<file path="src/rtl/shadow_bank_pkg.sv">
package shadow_bank_pkg;
  localparam int NUM_DOM = 2;
  localparam logic [7:0] ADDR_STATUS = 8'hFD;
  localparam logic [7:0] ADDR_STORE  = 8'hFE;
  localparam logic [7:0] ADDR_RDBK0  = 8'hF0;

  typedef struct packed {
    logic               regWr;     // accepted write to a mapped register
    logic [NUM_DOM-1:0] transfer;  // shadow -> active copy per domain
    logic [NUM_DOM-1:0] capture;   // read-back capture per domain
  } bankStrobes_t;
endpackage

</file>
<file path="src/rtl/shadow_bank_ctrl.sv">
module shadow_bank_ctrl
  import shadow_bank_pkg::*;
#(
  parameter int REG_COUNT = 8
) (
  input  logic               clk,
  input  logic               rstN,
  input  logic [7:0]         hostAddr,
  input  logic               hostWrEn,
  input  logic [NUM_DOM-1:0] frameSync,
  output bankStrobes_t       strobes,
  output logic [NUM_DOM-1:0] pend
);
  localparam logic [7:0] REG_LIMIT = 8'(REG_COUNT);

  logic storeCmd;
  logic [NUM_DOM-1:0] syncEdge;

  assign storeCmd = hostWrEn && (hostAddr == ADDR_STORE);

  always_comb begin
    strobes.regWr    = hostWrEn && (hostAddr < REG_LIMIT);
    strobes.capture  = syncEdge;
    strobes.transfer = syncEdge & pend;
  end

  for (genvar d = 0; d < NUM_DOM; d++) begin : g_dom
    logic meta, stable, prevStable;

    always_ff @(posedge clk) begin
      if (!rstN) begin
        meta       <= 1'b0;
        stable     <= 1'b0;
        prevStable <= 1'b0;
      end else begin
        meta       <= frameSync[d];
        stable     <= meta;
        prevStable <= stable;
      end
    end

    assign syncEdge[d] = stable && !prevStable;

    always_ff @(posedge clk) begin
      if (!rstN)         pend[d] <= 1'b0;
      else if (storeCmd) pend[d] <= 1'b1;
      else if (syncEdge[d]) pend[d] <= 1'b0;
    end

    // a sync edge without a competing store clears pending
    a_r3_pend_clears: assert property (@(posedge clk) disable iff (!rstN)
      syncEdge[d] && !storeCmd |=> !pend[d]);
    // pending is held until a sync edge arrives
    a_r9_pend_holds: assert property (@(posedge clk) disable iff (!rstN)
      pend[d] && !syncEdge[d] |=> pend[d]);
    // one edge per pulse, never two cycles in a row
    a_r4_single_edge: assert property (@(posedge clk) disable iff (!rstN)
      syncEdge[d] |=> !syncEdge[d]);
  end

  // store arms both domains
  a_r1_store_arms: assert property (@(posedge clk) disable iff (!rstN)
    storeCmd |=> (pend == {NUM_DOM{1'b1}}));
  // writes outside the register range never reach the register file
  a_r8_unmapped_ignored: assert property (@(posedge clk) disable iff (!rstN)
    hostWrEn && (hostAddr >= REG_LIMIT) |-> !strobes.regWr);
endmodule

</file>
<file path="src/rtl/shadow_bank_dp.sv">
module shadow_bank_dp
  import shadow_bank_pkg::*;
#(
  parameter int DATA_W    = 8,
  parameter int REG_COUNT = 8,
  parameter logic [REG_COUNT-1:0] DOMAIN_MAP = 8'b1111_0000,
  parameter logic [REG_COUNT-1:0] IMM_MAP    = 8'b0000_0100,
  parameter int HS_HI = 6,
  parameter int HS_LO = 7
) (
  input  logic                          clk,
  input  logic                          rstN,
  input  logic [7:0]                    hostAddr,
  input  logic [DATA_W-1:0]             hostWrData,
  input  bankStrobes_t                  strobes,
  input  logic [NUM_DOM-1:0]            pend,
  input  logic [NUM_DOM*DATA_W-1:0]     rdbkIn,
  output logic [DATA_W-1:0]             rdData,
  output logic [REG_COUNT*DATA_W-1:0]   activeOut
);
  localparam int IDX_W = (REG_COUNT > 1) ? $clog2(REG_COUNT) : 1;
  localparam logic [7:0] REG_LIMIT = 8'(REG_COUNT);

  logic [DATA_W-1:0] shadow [REG_COUNT];
  logic [DATA_W-1:0] active [REG_COUNT];
  logic [DATA_W-1:0] rdbk   [NUM_DOM];
  logic [DATA_W-1:0] hsHold;
  logic [IDX_W-1:0]  wrIdx;
  logic              hsCommit;

  assign wrIdx    = hostAddr[IDX_W-1:0];
  assign hsCommit = strobes.regWr && (wrIdx == IDX_W'(HS_LO));

  always_ff @(posedge clk) begin
    if (!rstN) hsHold <= '0;
    else if (strobes.regWr && (wrIdx == IDX_W'(HS_HI))) hsHold <= hostWrData;
  end

  for (genvar i = 0; i < REG_COUNT; i++) begin : g_reg
    if (i == HS_HI) begin : g_hi
      always_ff @(posedge clk) begin
        if (!rstN) shadow[i] <= '0;
        else if (hsCommit) shadow[i] <= hsHold;
      end
      // an upper-byte write alone leaves the shadow untouched
      a_r7_hi_waits: assert property (@(posedge clk) disable iff (!rstN)
        strobes.regWr && (wrIdx == IDX_W'(HS_HI)) |=> $stable(shadow[i]));
    end else begin : g_plain
      always_ff @(posedge clk) begin
        if (!rstN) shadow[i] <= '0;
        else if (strobes.regWr && (wrIdx == IDX_W'(i))) shadow[i] <= hostWrData;
      end
    end

    if (IMM_MAP[i]) begin : g_imm
      always_ff @(posedge clk) begin
        if (!rstN) active[i] <= '0;
        else if (strobes.regWr && (wrIdx == IDX_W'(i))) active[i] <= hostWrData;
        else if (strobes.transfer[DOMAIN_MAP[i]]) active[i] <= shadow[i];
      end
      // immediate register follows the write on the next edge
      a_r6_imm_update: assert property (@(posedge clk) disable iff (!rstN)
        strobes.regWr && (wrIdx == IDX_W'(i)) |=> active[i] == $past(hostWrData));
    end else begin : g_sync
      always_ff @(posedge clk) begin
        if (!rstN) active[i] <= '0;
        else if (strobes.transfer[DOMAIN_MAP[i]]) active[i] <= shadow[i];
      end
      // no take-over means no change
      a_r3_active_stable: assert property (@(posedge clk) disable iff (!rstN)
        !strobes.transfer[DOMAIN_MAP[i]] |=> $stable(active[i]));
    end

    assign activeOut[i*DATA_W +: DATA_W] = active[i];
  end

  for (genvar d = 0; d < NUM_DOM; d++) begin : g_cap
    always_ff @(posedge clk) begin
      if (!rstN) rdbk[d] <= '0;
      else if (strobes.capture[d]) rdbk[d] <= rdbkIn[d*DATA_W +: DATA_W];
    end
    // read-back byte only moves on a sync edge
    a_r5_capture_only_on_edge: assert property (@(posedge clk) disable iff (!rstN)
      !strobes.capture[d] |=> $stable(rdbk[d]));
  end

  always_comb begin
    rdData = '0;
    if (hostAddr < REG_LIMIT)
      rdData = shadow[wrIdx];
    else if (hostAddr == ADDR_STATUS)
      rdData = {{(DATA_W-NUM_DOM){1'b0}}, pend};
    else begin
      for (int d = 0; d < NUM_DOM; d++)
        if (hostAddr == ADDR_RDBK0 + 8'(d)) rdData = rdbk[d];
    end
  end
endmodule

</file>
<file path="src/rtl/shadow_bank.sv">
module shadow_bank
  import shadow_bank_pkg::*;
#(
  parameter int DATA_W    = 8,
  parameter int REG_COUNT = 8,
  parameter logic [REG_COUNT-1:0] DOMAIN_MAP = 8'b1111_0000,
  parameter logic [REG_COUNT-1:0] IMM_MAP    = 8'b0000_0100,
  parameter int HS_HI = 6,
  parameter int HS_LO = 7
) (
  input  logic                        clk,
  input  logic                        rstN,
  input  logic [7:0]                  hostAddr,
  input  logic                        hostWrEn,
  input  logic [DATA_W-1:0]           hostWrData,
  output logic [DATA_W-1:0]           hostRdData,
  input  logic [NUM_DOM-1:0]          frameSync,
  input  logic [NUM_DOM*DATA_W-1:0]   rdbkIn,
  output logic [REG_COUNT*DATA_W-1:0] activeOut
);
  bankStrobes_t       strobes;
  logic [NUM_DOM-1:0] pend;

  shadow_bank_ctrl #(.REG_COUNT(REG_COUNT)) i_ctrl (
    .clk(clk), .rstN(rstN), .hostAddr(hostAddr), .hostWrEn(hostWrEn),
    .frameSync(frameSync), .strobes(strobes), .pend(pend)
  );

  shadow_bank_dp #(
    .DATA_W(DATA_W), .REG_COUNT(REG_COUNT), .DOMAIN_MAP(DOMAIN_MAP),
    .IMM_MAP(IMM_MAP), .HS_HI(HS_HI), .HS_LO(HS_LO)
  ) i_dp (
    .clk(clk), .rstN(rstN), .hostAddr(hostAddr), .hostWrData(hostWrData),
    .strobes(strobes), .pend(pend), .rdbkIn(rdbkIn), .rdData(hostRdData),
    .activeOut(activeOut)
  );
endmodule

</file>
<file path="config.mk">
export PLATFORM = sky130hd
export DESIGN_NAME = shadow_bank
export DESIGN_NICKNAME = d
export VERILOG_FILES = /design/src/rtl/shadow_bank_pkg.sv /design/src/rtl/shadow_bank_ctrl.sv /design/src/rtl/shadow_bank_dp.sv /design/src/rtl/shadow_bank.sv
export SDC_FILE = /design/constraint.sdc
export NUM_CORES = 1
export LEC_CHECK = 0
export ABC_AREA = 1
export BUFFER_PORTS_ARGS = -buffer_cell sky130_fd_sc_hd__buf_2
export CORE_UTILIZATION = 35
export CTS_CLUSTER_SIZE = 20
export DETAILED_ROUTE_END_ITERATION = 7
export HOLD_SLACK_MARGIN = 0.05
export PLACE_DENSITY_LB_ADDON = 0.25
export SLEW_MARGIN = 10
export SYNTH_ARGS = -nofsm -noshare
export SYNTH_HDL_FRONTEND = slang
export SYNTH_SLANG_ARGS = --single-unit
export TNS_END_PERCENT = 20
</file>
<file path="constraint.sdc">
create_clock -name clk -period 4.55 [get_ports clk]
set_input_delay 0.6825 -clock clk [delete_from_list [all_inputs] [get_ports clk]]
set_output_delay 0.6825 -clock clk [all_outputs]
set_load 0.01 [all_outputs]
</file>
Word level (Yosys, flattened, before mapping)
Memory sizes are Yosys's and may differ from the RTL's. Cells that the tools add are included.

Flip-flop bits (word level): 16. Latch bits: 0. Memory bits (writable): 144. ROM bits: 0. Input bits: 37. Word-level logic and storage cells: 125. Memories: 3.

Memories: i_dp.active (depth 8, bits a word 8, rd ports 8, clocked after Yosys merged registers in 0, wr ports 8, line shadow_bank_dp.sv:25) `logic [DATA_W-1:0] active [REG_COUNT];`; i_dp.shadow (depth 8, bits a word 8, rd ports 9, clocked after Yosys merged registers in 0, wr ports 8, line shadow_bank_dp.sv:24) `logic [DATA_W-1:0] shadow [REG_COUNT];`; i_dp.rdbk (depth 2, bits a word 8, rd ports 2, clocked after Yosys merged registers in 0, wr ports 2, line shadow_bank_dp.sv:26) `logic [DATA_W-1:0] rdbk [NUM_DOM];`.

$add $sub $neg: 0. Multipliers: 0. Div/mod/pow operators: 0. Order comparisons: 1. Equality and inequality tests: 11. Shifts and indexed selects: 0. Mux-type cells: 64. Bitwise gates (word level): 20. Reduce and logical (&&, ||, !) cells: 17.

Operators by type and width (number): two-way mux 8 bit (23); two-way mux 1 bit (41); equality test 8 bit, second input constant (4); bitwise OR 1 bit (19); equality test 3 bit, second input constant (4); logical AND 1 bit (12); less-than comparator 8 x 4 -> 1 bit, second input constant (1); equality test 3 x 2 -> 1 bit, second input constant (2); nonzero test 2 bit (2); equality test 3 x 1 -> 1 bit, second input constant (1); logical NOT 3 bit (1); AND 2 bit (1); logical NOT 1 bit (2).

Longest topological paths before layout
Gate-level depths: netlist (run 1).

Depth in word-level cells: 8. Mapped depth: 8. Gate-level depth less buffers: 7.

Modules after synthesis
From an unflattened synthesis (run 1), not the netlist that was laid out.

Cell total of the unflattened synthesis: 686. Area total of the unflattened synthesis: 6859.1 µm².

Modules (own cells, without submodules): shadow_bank_dp (instances 1, cells each 638, area each 6530.0 µm², sequential area each 4484.3 µm²); shadow_bank_ctrl (instances 1, cells each 48, area each 329.1 µm², sequential area each 160.2 µm²).

Worst setup path before layout (run 1)
OpenSTA, ideal clock, no wires.

Path kind: register to register. Start point: reg i_ctrl.g_dom[1].prevStable. End point: mem i_dp.active[4][0], in the netlist i_dp.active[1][0], enable pin. Library setup time: 0.466 ns. Data arrival time: 2.672 ns. Required time: 4.084 ns. Slack: 1.413 ns. Stages on the path, launching flop included: 4. Path buffers: 0. Clock period less this slack: 3.137 ns. Path through: dfxtp_1 -> inv_1 -> nand2_1 -> o21ai_0.

RTL lines: from (decl) (line shadow_bank_ctrl.sv:28) `logic meta, stable, prevStable;`; from (signal assigned) (line shadow_bank_ctrl.sv:38) `prevStable <= stable;`; to (decl) (line shadow_bank_dp.sv:25).

Worst setup path in the final report (run 1)
Start point: in hostAddr[1]. End point: out hostRdData[6].

Longest elaborated chain between the ends: 5. Elaborated cells between the ends (all ways): 9.

Ends and longest elaborated chain: from (decl) (line shadow_bank.sv:13) `input logic [7:0] hostAddr,`; equality test 8 bit (line shadow_bank_dp.sv:95) `if (hostAddr == ADDR_RDBK0 + 8'(d)) rdData = rdbk[d];`; two-way mux 8 bit (2 in a row) (line shadow_bank_dp.sv:95); two-way mux 8 bit (line shadow_bank_dp.sv:91) `else if (hostAddr == ADDR_STATUS)`; two-way mux 8 bit * (line shadow_bank_dp.sv:89) `if (hostAddr < REG_LIMIT)`; to (decl) (line shadow_bank.sv:16) `output logic [DATA_W-1:0] hostRdData,`.

Every way passes the cells marked *; elsewhere a longest branch is shown, timed or not.

==> flow_summary.yaml, run 1 <==
clock_network:
  htreeDepth: 4
  cts.repair.resized: 0
  clkSinkCount: 160
  cts_buffers: 17
  path_clk_slew_ns: 0.06
  cts_tree: "built"
  cts-hold-fix-buffers: 0
  cts_setup_buffers: 0
  clk_latency_ns: 0.43
  clock_path_buffers: 2
  cts_root_buffer: "clkbuf_16"
sta:
  tns_ns: 0
  final-setup-viol-count: 0
  slew_headroom: 0.246
  skew_ns: 0.00751
  fmax_ghz: 0.328
  worst_pin_slew_ns: 1.12
  min_period_ns: 3.04
  min_period_over_period: 0.669
  timing.final.max_slew_violations: 0
  rsz0062_at_grt: "no"
  report.final.hold_viol_count: 0
yosys:
  syn_inst: 735
  yosysSeqAreaShare: 0.655
  syn_avg_cell_area_sq_um: 9.65
  ys_async_sr_fraction: 0
  yosysTopAreaCellShare: 0.610
  synth.area.top_cells: "edfxtp_1 (61%), nor2_1 (8.8%), nand2_1 (8.6%), inv_1 (5.4%), dfxtp_1 (4.5%)"
  yosysWarnings: 0
  synth_area_sq_mm: 0.00709
  ys.flop_type: "edfxtp_1"
  synthesis.nets: 772
  post-synth-top-area-cell: "edfxtp_1"
  synth-edff-count: 144
  synth-seq-cells: 160
  yosysUniqueCellTypes: 25
  ys_top_cells_by_count: "nor2_1 (167), nand2_1 (163), edfxtp_1 (144)"
  synth.most_common_cell: "nor2_1"
critical_path:
  worstSetupPathType: "in2out"
  r2r_slack_ns: 2.69
  cp_max_fo: 21
  crit_required_ns: 3.87
  cp-start-kind: "primary input"
  crit_arrival_ns: 2.36
  crit_path_end_kind: "primary output"
die:
  die_y_um: 144
  die_area_sq_mm: 0.0208
  core_sq_mm: 0.0197
  start_util: 0.361
  die_w_um: 144
  fp-row-count: 51
  pin_count: 109
placement:
  dpl.cell_count: 1088
  port_buffers: 108
  gp_congestion: 0.906
  place.detailed.hpwl_um: 11900
drt:
  via_per_inst: 4.55
  drcViolationCount: 0
  topRoutingLayerUsed: "met4"
  drt-wirelength-per-cell_um: 14.8
  wl_met3_um: 1040
  wl_met1_um: 7670
  firstDrtPassIters: 6
  vias: 5097
  drtAntennaViolNets: 0
  detail_route.iter0.violations: 367
  wl_met2_um: 7560
  drt_wl_total_um: 16600
pwr:
  powerDensity_mw_per_mm2: 385
  peakVddDrop_v: 0.000279
  leakagePower_nw: 3.79
global_route:
  grt_pass1_vias: 4888
  gr-total-overflow: 0
  antenna_found_initial: 1
  grtUsageTotal: 0.170
  grt_max_degree: 40
  grt_pass1_wl_um: 25900
finish:
  instances_no_fill: 1121
  areaGrowthSynthToFinish_pct: 19.0
  drive_gt1_frac: 0.199
  fin_util: 0.429
  fin_nets: 879
outcome:
  status: "completed"
run:
  cap_violations: 0
min_path:
  min_path_type: "reg2reg"
per-stage QoR:
stage,setup WS (ns),total power [W],area (sq um),hold WS [ns]
final,1.51,0.00325,8440,0.413
after CTS,1.55,0.00327,8440,0.418
after global placement,1.60,0.00192,7880,0.397
after global routing,1.34,0.00337,8440,0.429
after detailed placement,1.56,0.00192,7880,0.403
after floorplan,1.41,0.00183,7090,0.390
routing by layer:
| metal | vias up | GRT usage |
|---|---|---|
| li1 | 2554 | - |
| met1 | 2351 | 0.232 |
| met2 | 170 | 0.258 |
| met3 | 22 | 0.0454 |
| met4 | 0 | 0.0637 |
| met5 | - | 0 |
where the power goes:
group / total, W / internal, W / switching [W]
combinational: 0.000203 / 0.0000570 / 0.000146
clock: 0.00136 / 0.000803 / 0.000556
sequential: 0.00168 / 0.00166 / 0.0000268
logic make-up after synthesis:
| group | count (synthesis) | share of synthesized area |
|---|---|---|
| and+or+nand+nor | 409 | 0.247 |
| DFF | 160 | 0.655 |
| buffers and inverters | 142 | 0.0801 |
| AOI/OAI and AO/OA | 24 | 0.0180 |
flip-flops by register name, summed over array words and instances (netlist names):
signal / count
i_dp.active: 64
i_dp.shadow: 64
i_dp.rdbk: 16
i_dp.hsHold: 8
i_ctrl.g_dom.meta: 2
i_ctrl.g_dom.prevStable: 2
i_ctrl.g_dom.stable: 2
i_ctrl.pend: 2
layout by cell type, fill, tap and decap left out, types with 8 or more instances in the layout:
master	count
clkinv_1	8
o21ai_0	18
nand3_1	50
clkbuf_16	17
nand2_1	163
dfxtp_1	16
nor2_1	167
inv_1	102
nand4_1	10
buf_2	108
edfxtp_1	144
cell type report:
cell class                 instances  area, sq um
clock buffer                      21          440
tap                              265          332
antenna                            1         2.50
clock inverter                    11          118
fill                            2004        11200
multi-input combinational        433         1880
inverter                         116          435
timing repair buffer             114          586
sequential                       160         4640
worst max-delay path: stages:
cell and delay, ns:
buf_2 0.22, inv_1 0.38, nand2_1 0.18, nor2_1 0.36
nand3_1 0.12, nand2_1 0.09, inv_1 0.05, nand2_1 0.12
buf_2 0.15
path summary, 6_finish.rpt:
path / startpoint / to / cells past startpoint
hold / removal: i_ctrl.g_dom[1].meta$_SDFF_PN0_ / i_ctrl.g_dom[1].stable$_SDFF_PN0_ / 2
setup / recovery: hostAddr[1] / hostRdData[6] / 9
setup reg to reg: i_ctrl.g_dom[0].prevStable$_SDFF_PN0_ / i_dp.active[0][17]$_DFFE_PP_ / 5
hold reg to reg: i_ctrl.g_dom[1].meta$_SDFF_PN0_ / i_ctrl.g_dom[1].stable$_SDFF_PN0_ / 2
No activity file was read; power rests on OpenSTA's default activity.
==> inputs of run 2 (changes only) <==
Clock period 4.55 ns to 2.9 ns, I/O delays scaled along.
==> run 2 against run 1 <==
Net effect:
- utilization is 0.43 points higher
- sequential share of layout area is 0.55 points lower
- non-clock buffer count is 8 higher
- hold slack got worse by 0.23 ns
- critical path depth unchanged
- via count increased by 0.75%
- clock-buffer cell count rose by 4
- critical path type unchanged
- sequential power is 57% higher
- highest routed layer unchanged
==> flow_summary.yaml, run 2 (synthesized netlist as in run 1, its figures left out) <==
sta:
  final-setup-viol-count: 0
  tns_ns: 0
  rsz0062_at_grt: "no"
  skew_ns: 0.00856
  worst_pin_slew_ns: 0.578
  min_period_over_period: 0.824
  min_period_ns: 2.39
  timing.final.max_slew_violations: 0
  fmax_ghz: 0.418
  report.final.hold_viol_count: 0
  slew_headroom: 0.614
drt:
  drtAntennaViolNets: 0
  drt-wirelength-per-cell_um: 15.1
  drt_wl_total_um: 17100
  via_per_inst: 4.55
  detail_route.iter0.violations: 340
  drcViolationCount: 0
  vias: 5135
  firstDrtPassIters: 5
min_path:
  min_path_type: "in2reg"
critical_path:
  crit_arrival_ns: 1.96
  cp_max_fo: 18
  crit_required_ns: 2.47
  cp-startpoint: "hostAddr[2]"
  r2r_slack_ns: 1.02
  worstSetupPathType: "in2out"
  cp-endpoint: "hostRdData[6]"
  r2r_cells: 5
  crit_path_end_kind: "primary output"
  worstReg2RegEnd: "i_dp.active[0][23]$_DFFE_PP_"
  cp-start-kind: "primary input"
  rr_startpoint: "i_ctrl.g_dom[0].prevStable$_SDFF_PN0_"
pwr:
  powerDensity_mw_per_mm2: 607
  leakagePower_nw: 3.83
  peakVddDrop_v: 0.000414
clock_network:
  clkSinkCount: 160
  cts_buffers: 17
  cts.repair.resized: 0
  clock_path_buffers: 2
  cts_tree: "built"
  cts_root_buffer: "clkbuf_16"
  cts_setup_buffers: 0
  cts-hold-fix-buffers: 0
  path_clk_slew_ns: 0.06
  htreeDepth: 4
  clk_latency_ns: 0.43
global_route:
  grt_pass1_vias: 4941
  antenna_found_initial: 1
  grt_pass1_wl_um: 26900
  grt_max_degree: 35
  gr-total-overflow: 0
  grtUsageTotal: 0.178
die:
  start_util: 0.361
  core_sq_mm: 0.0197
  die_w_um: 144
  die_y_um: 144
  die_area_sq_mm: 0.0208
  fp-row-count: 51
  pin_count: 109
outcome:
  status: "completed"
finish:
  instances_no_fill: 1129
  drive_gt1_frac: 0.205
  fin_nets: 887
  final_common_cell: "nor2_1"
  most-common-layout-cells: "nor2_1 (167), nand2_1 (163), edfxtp_1 (144)"
  areaGrowthSynthToFinish_pct: 20.2
  top_regs: "i_dp.active: 64 flops, i_dp.shadow: 64 flops, i_dp.rdbk: 16 flops"
  fin_util: 0.434
run:
  cap_violations: 0
placement:
  port_buffers: 108
  gp_congestion: 0.827
  dpl.cell_count: 1096
  place.detailed.hpwl_um: 12000
run 2: metrics by stage:
step / hold WS [ns] / instance area (sq um) / power (W) / setup WS (ns)
after CTS: 0.164 / 8520 / 0.00521 / 0.541
after global routing: 0.176 / 8520 / 0.00535 / 0.266
after global placement: 0.397 / 7940 / 0.00302 / 0.578
after floorplan: 0.390 / 7090 / 0.00287 / 0.319
after detailed placement: 0.413 / 7940 / 0.00302 / 0.542
final: 0.179 / 8520 / 0.00517 / 0.510
run 2: power breakdown:
part / switching [W] / internal (W) / total [W]
sequential: 0.0000418 / 0.00260 / 0.00264
clock: 0.000898 / 0.00131 / 0.00221
combinational: 0.000233 / 0.0000951 / 0.000328
run 2: worst min path at each step:
stage                                        endpoint  cells after the start  slack (ns)                       startpoint
global placement    i_ctrl.g_dom[1].stable$_SDFF_PN0_                      2        0.40  i_ctrl.g_dom[1].meta$_SDFF_PN0_
detailed placement  i_ctrl.g_dom[1].stable$_SDFF_PN0_                      2        0.41  i_ctrl.g_dom[1].meta$_SDFF_PN0_
global route          i_ctrl.g_dom[1].meta$_SDFF_PN0_                      3        0.18                     frameSync[1]
finish                i_ctrl.g_dom[1].meta$_SDFF_PN0_                      3        0.18                     frameSync[1]
floorplan           i_ctrl.g_dom[0].stable$_SDFF_PN0_                      2        0.39  i_ctrl.g_dom[0].meta$_SDFF_PN0_
CTS                   i_ctrl.g_dom[0].meta$_SDFF_PN0_                      3        0.16                     frameSync[0]
run 2: final cells by class:
class | count | area, sq um
Antenna cell | 1 | 2.50
Clock buffer | 25 | 508
Clock inverter | 7 | 75.1
Fill cell | 1941 | 11100
Inverter | 116 | 435
Multi-Input combinational cell | 433 | 1880
Sequential cell | 160 | 4640
Tap cell | 265 | 332
Timing Repair Buffer | 122 | 646
run 2: worst max-delay path, cell delays in order:
cell,delay [ns]
buf_2,0.23
inv_2,0.27
nand2_1,0.13
nor2_1,0.34
nand3_1,0.13
nand2_1,0.09
inv_1,0.05
nand2_1,0.12
buf_2,0.15
run 2: layer usage:
metal,part of all wire,track usage,up-vias
met5,0,0,-
met4,0.030,0.0936,0
met3,0.053,0.0417,30
met2,0.45,0.268,186
met1,0.47,0.239,2346
li1,-,-,2573
==> inputs of run 3 (changes only) <==
Clock period 2.9 ns to 2.25 ns, I/O delays scaled along.
==> run 3 against run 2 <==
Net effect:
- clock power is 29% higher
- total power is 29% higher
- non-clock buffer count is 9 higher
- setup slack worse by 0.32 ns
- flip-flop and latch count stayed put
- final cell count is 0.71% higher
- sequential share of layout area is 0.44 points lower
- largest power group unchanged
==> flow_summary.yaml, run 3 (synthesized netlist as in run 1, its figures left out) <==
drt:
  via_per_inst: 4.51
  drt_wl_total_um: 16800
  vias: 5125
  detail_route.iter0.violations: 482
  drcViolationCount: 0
  drtAntennaViolNets: 0
  drt-wirelength-per-cell_um: 14.8
  firstDrtPassIters: 8
critical_path:
  rr_startpoint: "i_ctrl.g_dom[0].stable$_SDFF_PN0_"
  r2r_cells: 4
  crit_arrival_ns: 1.72
  r2r_slack_ns: 0.67
  worstReg2RegEnd: "i_dp.active[0][21]$_DFFE_PP_"
  crit_path_end_kind: "primary output"
  cp_max_fo: 9
  cp-start-kind: "primary input"
  crit_required_ns: 1.91
  worstSetupPathType: "in2out"
sta:
  min_period_ns: 2.06
  min_period_over_period: 0.914
  worst_pin_slew_ns: 0.543
  report.final.hold_viol_count: 0
  fmax_ghz: 0.486
  skew_ns: 0.00696
  rsz0062_at_grt: "no"
  tns_ns: 0
  slew_headroom: 0.638
  timing.final.max_slew_violations: 0
  final-setup-viol-count: 0
  holdWs_ns: 0.0860
pwr:
  p_total_w: 0.00667
  swShare: 0.221
  peakVddDrop_v: 0.000533
  pwr-share-clk: 0.425
  p_switching_w: 0.00147
  leakagePower_nw: 3.89
  seq_power_share: 0.510
  powerDensity_mw_per_mm2: 776
  p_comb_frac: 0.065
  p_int_w: 0.00520
die:
  die_w_um: 144
  die_area_sq_mm: 0.0208
  fp-row-count: 51
  start_util: 0.361
  die_y_um: 144
  core_sq_mm: 0.0197
  pin_count: 109
min_path:
  min_to: "i_ctrl.g_dom[1].meta$_SDFF_PN0_"
  min-delay-start: "frameSync[1]"
  min_path_type: "in2reg"
  min_path_cells: 3
clock_network:
  cts.repair.resized: 0
  cts_tree: "built"
  path_clk_slew_ns: 0.06
  cts_setup_buffers: 0
  cts_buffers: 17
  clock_path_buffers: 2
  clk_latency_ns: 0.43
  htreeDepth: 4
  cts_root_buffer: "clkbuf_16"
  cts-hold-fix-buffers: 0
  clkSinkCount: 160
finish:
  top_regs: "i_dp.active: 64 flops, i_dp.shadow: 64 flops, i_dp.rdbk: 16 flops"
  antenna_cells: 0
  fin_nets: 896
  multi_input_area_sq_mm: 0.00188
  drive_gt1_frac: 0.214
  most-common-layout-cells: "nor2_1 (167), nand2_1 (163), edfxtp_1 (144)"
  fill_cells: 1973
  areaGrowthSynthToFinish_pct: 21.2
  seqCellArea_sq_mm: 0.00464
  final_common_cell: "nor2_1"
global_route:
  grt_pass1_wl_um: 25800
  grtUsageTotal: 0.170
  antenna_found_initial: 0
  gr-total-overflow: 0
  grt_pass1_vias: 4722
  grt_max_degree: 33
placement:
  port_buffers: 108
  gp_congestion: 0.911
  place.detailed.hpwl_um: 12100
run:
  cap_violations: 0
outcome:
  status: "completed"
==> run 3: worst max-delay path: stages <==
cell and delay [ns]:
buf_2 0.15, inv_1 0.20, nand2_1 0.12, nor2_1 0.32, nand3_1 0.13, nand2_1 0.11
inv_1 0.04, nand2_1 0.14, buf_2 0.16
==> run 3: layer usage <==
layer	global-route usage	share of wire	vias to the layer above
li1	-	-	2585
met4	0.0532	0.010	0
met3	0.0411	0.060	10
met1	0.242	0.48	2352
met5	0	0	-
met2	0.255	0.45	178
==> run 3: cell type report <==
| type | count | area share |
|---|---|---|
| Multi-Input combinational cell | 433 | 0.219 |
| Timing Repair Buffer | 131 | 0.0830 |
| Tap cell | 265 | 0.0386 |
| Clock buffer | 25 | 0.0603 |
| Inverter | 116 | 0.0507 |
| Clock inverter | 7 | 0.00815 |
| Sequential cell | 160 | 0.540 |
==> run 3: worst max-delay path by stage <==
stage	from	endpoint	cells past startpoint
after floorplan	hostAddr[2]	i_dp.shadow[6][0]$_SDFFCE_PN0P_	4
after global placement	hostAddr[1]	hostRdData[0]	9
after detailed placement	hostAddr[1]	hostRdData[2]	9
after CTS	hostAddr[1]	hostRdData[2]	9
after global routing	hostAddr[1]	hostRdData[2]	9
final	hostAddr[1]	hostRdData[7]	9
==> run 3: stage by stage <==
step                setup WS, ns  utilization  instances  instance area [sq um]
finish                     0.193        0.437       1137                   8590
global route             0.00897        0.437       1137                   8590
CTS                        0.249        0.437       1137                   8590
floorplan                  0.198            -        735                   7090
detailed placement         0.252        0.407       1105                   8010
global placement           0.293        0.407       1105                   8010
==> run 3: power by group through the flow <==
stage	combinational [W]	sequential, W	clock (W)
2_1_floorplan	0.000228	0.00347	0
3_3_place_gp	0.000431	0.00347	0
3_5_place_dp	0.000433	0.00347	0
4_1_cts	0.000435	0.00341	0.00289
5_1_grt	0.000482	0.00342	0.00301
6_report	0.000432	0.00340	0.00284
